File: src/rtl/fp_addsub_pkg.sv
package fp_addsub_pkg;

  typedef enum logic [2:0] {
    OP_ADD = 3'b000,
    OP_SUB = 3'b001
  } fp_op_e;

  // Any code other than subtract behaves as add
  function automatic logic op_is_sub(input logic [2:0] code);
    return code == OP_SUB;
  endfunction

endpackage

File: src/rtl/fp_unpack.sv
module fp_unpack #(
  parameter int EXP_W  = 11,
  parameter int FRAC_W = 52
) (
  input  logic [EXP_W+FRAC_W:0] val_i,
  input  logic                  flip_i,
  output logic                  sign_o,
  output logic [EXP_W:0]        exp_o,
  output logic [FRAC_W+3:0]     term_o
);
  logic [EXP_W-1:0] bexp;
  logic             is_zero;

  assign bexp    = val_i[EXP_W+FRAC_W-1:FRAC_W];
  assign is_zero = (bexp == '0);
  assign sign_o  = val_i[EXP_W+FRAC_W] ^ flip_i;
  assign exp_o   = {1'b0, bexp};
  // zero-exponent encodings collapse to zero
  assign term_o  = is_zero ? '0 : {2'b01, val_i[FRAC_W-1:0], 2'b00};
endmodule

File: src/rtl/fp_align.sv
module fp_align #(
  parameter int EXP_W  = 11,
  parameter int FRAC_W = 52
) (
  input  logic              sa_i,
  input  logic [EXP_W:0]    ea_i,
  input  logic [FRAC_W+3:0] ma_i,
  input  logic              sb_i,
  input  logic [EXP_W:0]    eb_i,
  input  logic [FRAC_W+3:0] mb_i,
  output logic              sx_o,
  output logic [EXP_W:0]    ex_o,
  output logic [FRAC_W+3:0] mx_o,
  output logic              sy_o,
  output logic [FRAC_W+3:0] my_o
);
  localparam int TERM_W = FRAC_W + 4;
  localparam int EXPT_W = EXP_W + 1;

  logic              a_big;
  logic [EXPT_W-1:0] diff;
  logic [TERM_W-1:0] my_raw;

  // exponent-only ordering; ties put B in the large slot
  assign a_big  = ea_i > eb_i;
  assign sx_o   = a_big ? sa_i : sb_i;
  assign ex_o   = a_big ? ea_i : eb_i;
  assign mx_o   = a_big ? ma_i : mb_i;
  assign sy_o   = a_big ? sb_i : sa_i;
  assign my_raw = a_big ? mb_i : ma_i;
  assign diff   = a_big ? (ea_i - eb_i) : (eb_i - ea_i);

  always_comb begin
    if (diff >= EXPT_W'(TERM_W)) my_o = '0;
    else                         my_o = my_raw >> diff;
  end
endmodule

File: src/rtl/fp_combine.sv
module fp_combine #(
  parameter int EXP_W  = 11,
  parameter int FRAC_W = 52
) (
  input  logic              sx_i,
  input  logic [EXP_W:0]    ex_i,
  input  logic [FRAC_W+3:0] mx_i,
  input  logic              sy_i,
  input  logic [FRAC_W+3:0] my_i,
  output logic              sign_o,
  output logic [EXP_W:0]    exp_o,
  output logic [FRAC_W+3:0] mant_o
);
  localparam int TERM_W = FRAC_W + 4;
  localparam int EXPT_W = EXP_W + 1;
  localparam int LZ_W   = $clog2(TERM_W);

  function automatic logic [LZ_W-1:0] lead_zeros(input logic [TERM_W-2:0] v);
    logic [LZ_W-1:0] n;
    n = '0;
    for (int i = 0; i < TERM_W - 1; i++)
      if (v[i]) n = LZ_W'(TERM_W - 2 - i);
    return n;
  endfunction

  logic              eff_sub;
  logic              raw_sign;
  logic [TERM_W-1:0] raw;
  logic [LZ_W-1:0]   lz;
  logic [EXPT_W-1:0] lz_ext;

  assign eff_sub = sx_i ^ sy_i;

  always_comb begin
    if (!eff_sub) begin
      raw      = mx_i + my_i;
      raw_sign = sx_i;
    end else if (mx_i >= my_i) begin
      raw      = mx_i - my_i;
      raw_sign = sx_i;
    end else begin
      raw      = my_i - mx_i;
      raw_sign = sy_i;
    end
  end

  assign lz     = lead_zeros(raw[TERM_W-2:0]);
  assign lz_ext = EXPT_W'(lz);

  always_comb begin
    if (raw == '0) begin
      sign_o = 1'b0;
      exp_o  = '0;
      mant_o = '0;
    end else if (raw[TERM_W-1]) begin
      sign_o = raw_sign;
      exp_o  = ex_i + EXPT_W'(1);
      mant_o = raw >> 1;
    end else begin
      sign_o = raw_sign;
      exp_o  = (lz_ext >= ex_i) ? '0 : (ex_i - lz_ext);
      mant_o = raw << lz;
    end
  end
endmodule

File: src/rtl/fp_addsub_core.sv
module fp_addsub_core #(
  parameter int EXP_W  = 11,
  parameter int FRAC_W = 52
) (
  input  logic                  clk_i,
  input  logic                  rst_ni,
  input  logic                  en_i,
  input  logic                  valid_i,
  input  logic [2:0]            op_i,
  input  logic [EXP_W+FRAC_W:0] opa_i,
  input  logic [EXP_W+FRAC_W:0] opb_i,
  output logic                  sign_o,
  output logic [EXP_W:0]        exp_o,
  output logic [FRAC_W+3:0]     mant_o,
  output logic                  ready_o
);
  import fp_addsub_pkg::*;

  localparam int TERM_W = FRAC_W + 4;
  localparam int EXPT_W = EXP_W + 1;

  logic              is_sub;
  logic              s_op  [2];
  logic [EXPT_W-1:0] e_op  [2];
  logic [TERM_W-1:0] m_op  [2];
  logic [EXP_W+FRAC_W:0] v_op [2];
  logic              f_op  [2];

  assign is_sub  = op_is_sub(op_i);
  assign v_op[0] = opa_i;
  assign v_op[1] = opb_i;
  assign f_op[0] = 1'b0;
  assign f_op[1] = is_sub;

  for (genvar g = 0; g < 2; g++) begin : g_unpack
    fp_unpack #(.EXP_W(EXP_W), .FRAC_W(FRAC_W)) u_unpack (
      .val_i (v_op[g]),
      .flip_i(f_op[g]),
      .sign_o(s_op[g]),
      .exp_o (e_op[g]),
      .term_o(m_op[g])
    );
  end

  logic              sx, sy;
  logic [EXPT_W-1:0] ex;
  logic [TERM_W-1:0] mx, my;

  fp_align #(.EXP_W(EXP_W), .FRAC_W(FRAC_W)) u_align (
    .sa_i(s_op[0]), .ea_i(e_op[0]), .ma_i(m_op[0]),
    .sb_i(s_op[1]), .eb_i(e_op[1]), .mb_i(m_op[1]),
    .sx_o(sx), .ex_o(ex), .mx_o(mx),
    .sy_o(sy), .my_o(my)
  );

  logic              res_sign;
  logic [EXPT_W-1:0] res_exp;
  logic [TERM_W-1:0] res_mant;

  fp_combine #(.EXP_W(EXP_W), .FRAC_W(FRAC_W)) u_combine (
    .sx_i(sx), .ex_i(ex), .mx_i(mx),
    .sy_i(sy), .my_i(my),
    .sign_o(res_sign), .exp_o(res_exp), .mant_o(res_mant)
  );

  logic load, vld_q, rdy_q;
  assign load = en_i & valid_i;

  always_ff @(posedge clk_i or negedge rst_ni) begin
    if (!rst_ni) begin
      vld_q  <= 1'b0;
      rdy_q  <= 1'b0;
      sign_o <= 1'b0;
      exp_o  <= '0;
      mant_o <= '0;
    end else begin
      vld_q <= load;
      rdy_q <= en_i & vld_q;
      if (load) begin
        sign_o <= res_sign;
        exp_o  <= res_exp;
        mant_o <= res_mant;
      end
    end
  end

  assign ready_o = rdy_q;
endmodule

File: config.mk
export PLATFORM = sky130hd
export DESIGN_NAME = fp_addsub_core
export DESIGN_NICKNAME = d
export VERILOG_FILES = /design/src/rtl/fp_addsub_pkg.sv /design/src/rtl/fp_unpack.sv /design/src/rtl/fp_align.sv /design/src/rtl/fp_combine.sv /design/src/rtl/fp_addsub_core.sv
export SDC_FILE = /design/constraint.sdc
export NUM_CORES = 1
export LEC_CHECK = 0
export BUFFER_PORTS_ARGS = -buffer_cell sky130_fd_sc_hd__buf_4
export CORE_MARGIN = 4
export CORE_UTILIZATION = 50
export CTS_CLUSTER_SIZE = 12
export DETAILED_ROUTE_END_ITERATION = 10
export PLACE_DENSITY = 0.65
export SLEW_MARGIN = 20
export SYNTH_ARGS = -nofsm -noshare
export SYNTH_HDL_FRONTEND = slang
export SYNTH_HIERARCHICAL = 1
export SYNTH_SLANG_ARGS = --single-unit
File: constraint.sdc
create_clock -name clk_i -period 1.4 [get_ports clk_i]
set_input_delay 0.07 -clock clk_i [delete_from_list [all_inputs] [get_ports clk_i]]
set_output_delay 0.07 -clock clk_i [all_outputs]
set_load 0.02 [all_outputs]
==> impl_metrics.ini, run 1 <==
[outcome]
status = stopped before the end
failed_stage = 5_1_grt
error = [ERROR GRT-0232] Routing congestion too high. Check the congestion heatmap in the GUI.

[floorplan]
start_util_pct = 50.68
fp.dieW_um = 244.5
ios = 205
rows = 86
die_height_um = 244.5

[yosys]
syn_avg_cell_area_um2 = 6.882
synth_fa_ha_area_share_pct = 9.196
synth-compound-area-share_pct = 36.70
ys_ff_latch = 71
ys.flop_type = dfrtp_1
synth_simple_gate_area_share_pct = 22.74
synthXorXnorAreaFrac_pct = 2.617
yosys-mux-area-fraction_pct = 10.79
synthDistinctLibCells = 124
async_reset_ff_share_pct = 100.0
ys_seq_area_share_pct = 6.351
netlist_instances = 4065
synthesis.area_um2 = 27970
yosys_warnings = 6
synth_edf_count = 0
synth_top_family_by_area = compound AO/OA/AOI/OAI gates

[place]
dp_cells = 6321
globalplace.congestion = 1.142
hpwl_mm = 125.7
port_buffers = 204

[sta]
endpoint_type = register data pin
crit_endpoint = exp_o[6]$_DFFE_PN0P_/D

[cts]
clk_path_buf_depth = 2
cts_sinks = 71
htreeDepth = 3
cts_root_buf = clkbuf_16
cts_buffers = 9

[grt]
grt_overflow = 122
grt_max_degree = 67
grtUsageTotal_pct = 73.13
## cell usage after synthesis (24+ instances only)
cell,instances,area share (%)
nand2_1,394,5.3
xnor2_1,61,1.9
o21a_1,27,0.72
mux2_2,36,1.4
and3_1,63,1.4
a31oi_1,145,3.2
nor2b_1,25,0.56
o21ai_1,27,0.48
dfrtp_1,71,6.4
nor3_1,106,1.9
ha_1,196,8.8
o21ai_0,236,4.2
nor2_1,289,3.9
or3_1,39,0.87
buf_2,85,1.5
nor4_1,28,0.63
buf_1,24,0.32
o31ai_1,32,0.86
and2_1,27,0.60
o221ai_1,58,1.8
mux2_4,71,3.8
nand4_1,55,1.2
buf_4,61,1.6
clkbuf_1,122,1.6
o211ai_1,88,2.4
a22oi_1,39,1.0
nand2b_1,32,0.72
buf_6,32,1.3
a211o_1,43,1.3
a21oi_1,332,5.9
a211oi_1,62,1.7
o22ai_1,45,1.0
a21o_1,51,1.4
inv_1,330,4.4
o21bai_1,53,1.4
nand3_1,110,2.0
mux2i_1,143,5.1
## timing repair
item                                   4_1_cts
setup endpoints to repair                   68
gates cloned                                10
hold buffers                                 2
endpoints found under the hold margin       32
pin swaps                                  173
gates resized for setup                    499
setup buffers                              131
## routing by layer
layer	overflow	global-route usage [%]
met1	1	74.33
met5	0	22.79
met4	63	70.77
met3	1	56.41
met2	57	90.49
## through the flow
stage	hold WS, ns	setup WS, ns	cell area [um^2]	util [%]
CTS	0.2205	-8.023	46120	83.54
detailed placement	0.04871	-8.978	42230	76.49
global placement	0.03569	-8.668	42230	76.49
floorplan	-0.2256	-7.760	28920	-
## kinds of logic after synthesis
family,Yosys count
adder cells (fa/ha/maj),202
AND/OR/NAND/NOR,1280
flip-flops,71
multiplexers,256
XOR/XNOR,81
buffers and inverters,673
AO/OA/AOI/OAI,1498
other,4
==> run 2, diff against run 1 <==
Settings changed: CORE_UTILIZATION 50 to 35, CTS_CLUSTER_SIZE 12 to not set, PLACE_DENSITY 0.65 to not set, PLACE_DENSITY_LB_ADDON set to 0.15.
==> impl_metrics.ini, run 2 <==
[final_layout]
top_regs = mant_o x56, exp_o x12
layout_common_cells = buf_4 (1911), nand2_1 (367), inv_1 (317), a21oi_1 (267), nor2_1 (249)
finalNetCount = 6227
multi_input_area_um2 = 28030
largest_register = mant_o
largest_reg_flops = 56
final_common_cell = buf_4
fill_cells = 7210
drive_above_1_share_pct = 51.28
area_growth_pct = 81.31
regArea_um2 = 1777

[worst_setup_path]
timing.rr.start = mant_o[52]
crit_fanout = 8
worstPathRequired_ns = 1.63
reg2regPathDepth = 1
endpoint_kind = flip-flop
r2r-end = mant_o[52]
cp-start-kind = primary input
critPathKind = in -> reg
path_common_cell = buf_12
crit_path_top_delay_cell = or4_4
critPathMaxStageDelay_ns = 0.53
reg2reg_slack_ns = 0.60
cp.arrival_ns = 9.72

[sta]
fin_tns_setup_ns = -530.69
layout_min_cycle_time_ns = 9.486
setup_viol = 68
final-max-slew-violation-count = 0
fin_crit_sh_pct = 677.6
worstMarginPinSlew_ns = 0.7916
clock_skew_ns = 0.002481
slew_headroom_pct = 46.67
hold_viol = 0
fmax_mhz = 105.4
timing.final.ws_setup_ns = -8.086
rsz0062_at_grt = yes

[floorplan]
die_height_um = 290.7
ios = 205
fp.dieW_um = 290.7
core_um2 = 79130
rows = 103
die_area_um2 = 84520
start_util_pct = 35.35

[drt]
avgRoutedWirePerCell_um = 24.11
num_vias = 40430
drc = 0
routed_via_density = 5.820
dr.pass1.iters = 6
wirelength_mm = 167.5
ant_nets = 0
initialDrtViolationCount = 3743

[yosys]
netlist_instances = 4065
syn_avg_cell_area_um2 = 6.882
synth_fa_ha_area_share_pct = 9.196
synthesis.area_um2 = 27970
yosys_warnings = 6
synth_simple_gate_area_share_pct = 22.74
yosys.area.top_type = ha_1
ys_seq_area_share_pct = 6.351
ys_ff_latch = 71
async_reset_ff_share_pct = 100.0
synth.top_cells.by_count = nand2_1 (394), a21oi_1 (332), inv_1 (330), nor2_1 (289), o21ai_0 (236)
synth_top_family_by_area = compound AO/OA/AOI/OAI gates
ys.flop_type = dfrtp_1
synth_top_area_share_pct = 8.766
synthXorXnorAreaFrac_pct = 2.617
synth-compound-area-share_pct = 36.70
synthDistinctLibCells = 124
synth_edf_count = 0
yosys-mux-area-fraction_pct = 10.79
synth_area_leaders = ha_1 (8.8%), dfrtp_1 (6.4%), a21oi_1 (5.9%)
yosysMostFrequentCell = nand2_1

[cts]
htreeDepth = 3
cts_buffers = 9
cts_root_buf = clkbuf_16
cts_sinks = 71
cts.reportedPaths.clkPinSlew_ns = 0.06
clk_latency_ns = 0.34
clk_path_buf_depth = 2
cts_tree = built

[place]
port_buffers = 204
globalplace.congestion = 1.092
hpwl_mm = 136.3
dp_slack_ns = -9.160

[grt]
grtUsageTotal_pct = 37.03
antenna_found_initial = 1
grt_overflow = 0
grt_pass1_wl_mm = 246.5
grt_max_degree = 67
grt_pass1_vias = 39200

[flow_run]
drv_cap = 0

[outcome]
violations = setup timing
status = finished with violations

[pwr]
p_per_area_nw_per_um2 = 1953
total_power_mw = 99.04
ir_worst_vdd_uv = 1498
leakage_nw = 23.29

[hold_path]
min_path_type = in -> async
[run 2: cell type report]
type	count	share of cell area, %
diodes	1	0.004934
well taps	1050	2.590
repair buffers	2141	35.40
multi-input cells	3327	55.26
inverters	340	2.558
clock inverters	7	0.2393
clock buffers	9	0.4440
flip-flops and latches	71	3.503
[run 2: logic make-up (layout without fill, tap and decap cells)]
| logic type | after synthesis | in the layout |
|---|---|---|
| compound gates | 1498 | 1498 |
| simple gates | 1280 | 1280 |
| buf+inv | 673 | 2497 |
| mux | 256 | 256 |
| fa+ha+maj | 202 | 202 |
| xor+xnor | 81 | 81 |
| flops | 71 | 71 |
| other cells | 4 | 11 |
[run 2: power breakdown]
| part | internal (mW) | switching [mW] |
|---|---|---|
| combinational | 43.6 | 49.0 |
| sequential | 3.07 | 0.644 |
| clock | 1.75 | 0.929 |
[run 2: critical path: cells and delay by family]
family          cells  cell delay, ns
buf+inv            14            1.68
compound gates     21            4.60
mux                 3            0.89
fa+ha+maj           3            0.86
simple gates        7            1.58
[run 2: repair_timing]
item                                    in CTS  in global routing
hold endpoints to repair                    29                  0
pin swaps                                  201                153
endpoints found under the setup margin      68                 68
hold buffers                                 2                  0
gates cloned                                15                  5
gates resized for setup                    632                360
buffers inserted                           150                 85
[run 2: metal layers]
layer	vias to the layer above	track usage, %	wire (um)
met3	442	5.051	11780
met5	-	0	0
met1	19400	49.36	71090
li1	18770	-	-
met2	1816	59.30	74440
met4	0	17.02	10160
[run 2: worst max-delay path by stage]
stage	start	to	slack, ns	cells past startpoint
2_1_floorplan	opa_i[60]	exp_o[6]	-7.76	51
3_3_place_gp	opb_i[52]	exp_o[6]	-9.15	50
3_5_place_dp	opb_i[52]	exp_o[6]	-9.16	47
4_1_cts	opa_i[52]	exp_o[10]	-7.96	54
5_1_grt	opa_i[52]	exp_o[7]	-8.39	51
6_report	opa_i[52]	mant_o[52]	-8.09	48
[run 2: stage by stage]
stage	util, %	area (um^2)	hold WS (ns)	cells
after floorplan	-	28920	-0.2256	4071
after global placement	54.57	43180	0.03406	6692
after detailed placement	54.57	43180	0.03426	6692
after CTS	60.93	48220	0.2167	6866
after global routing	64.10	50720	0.2311	6945
final	64.10	50720	0.1987	6946
Note: power is estimated with default switching activity, not from simulation.
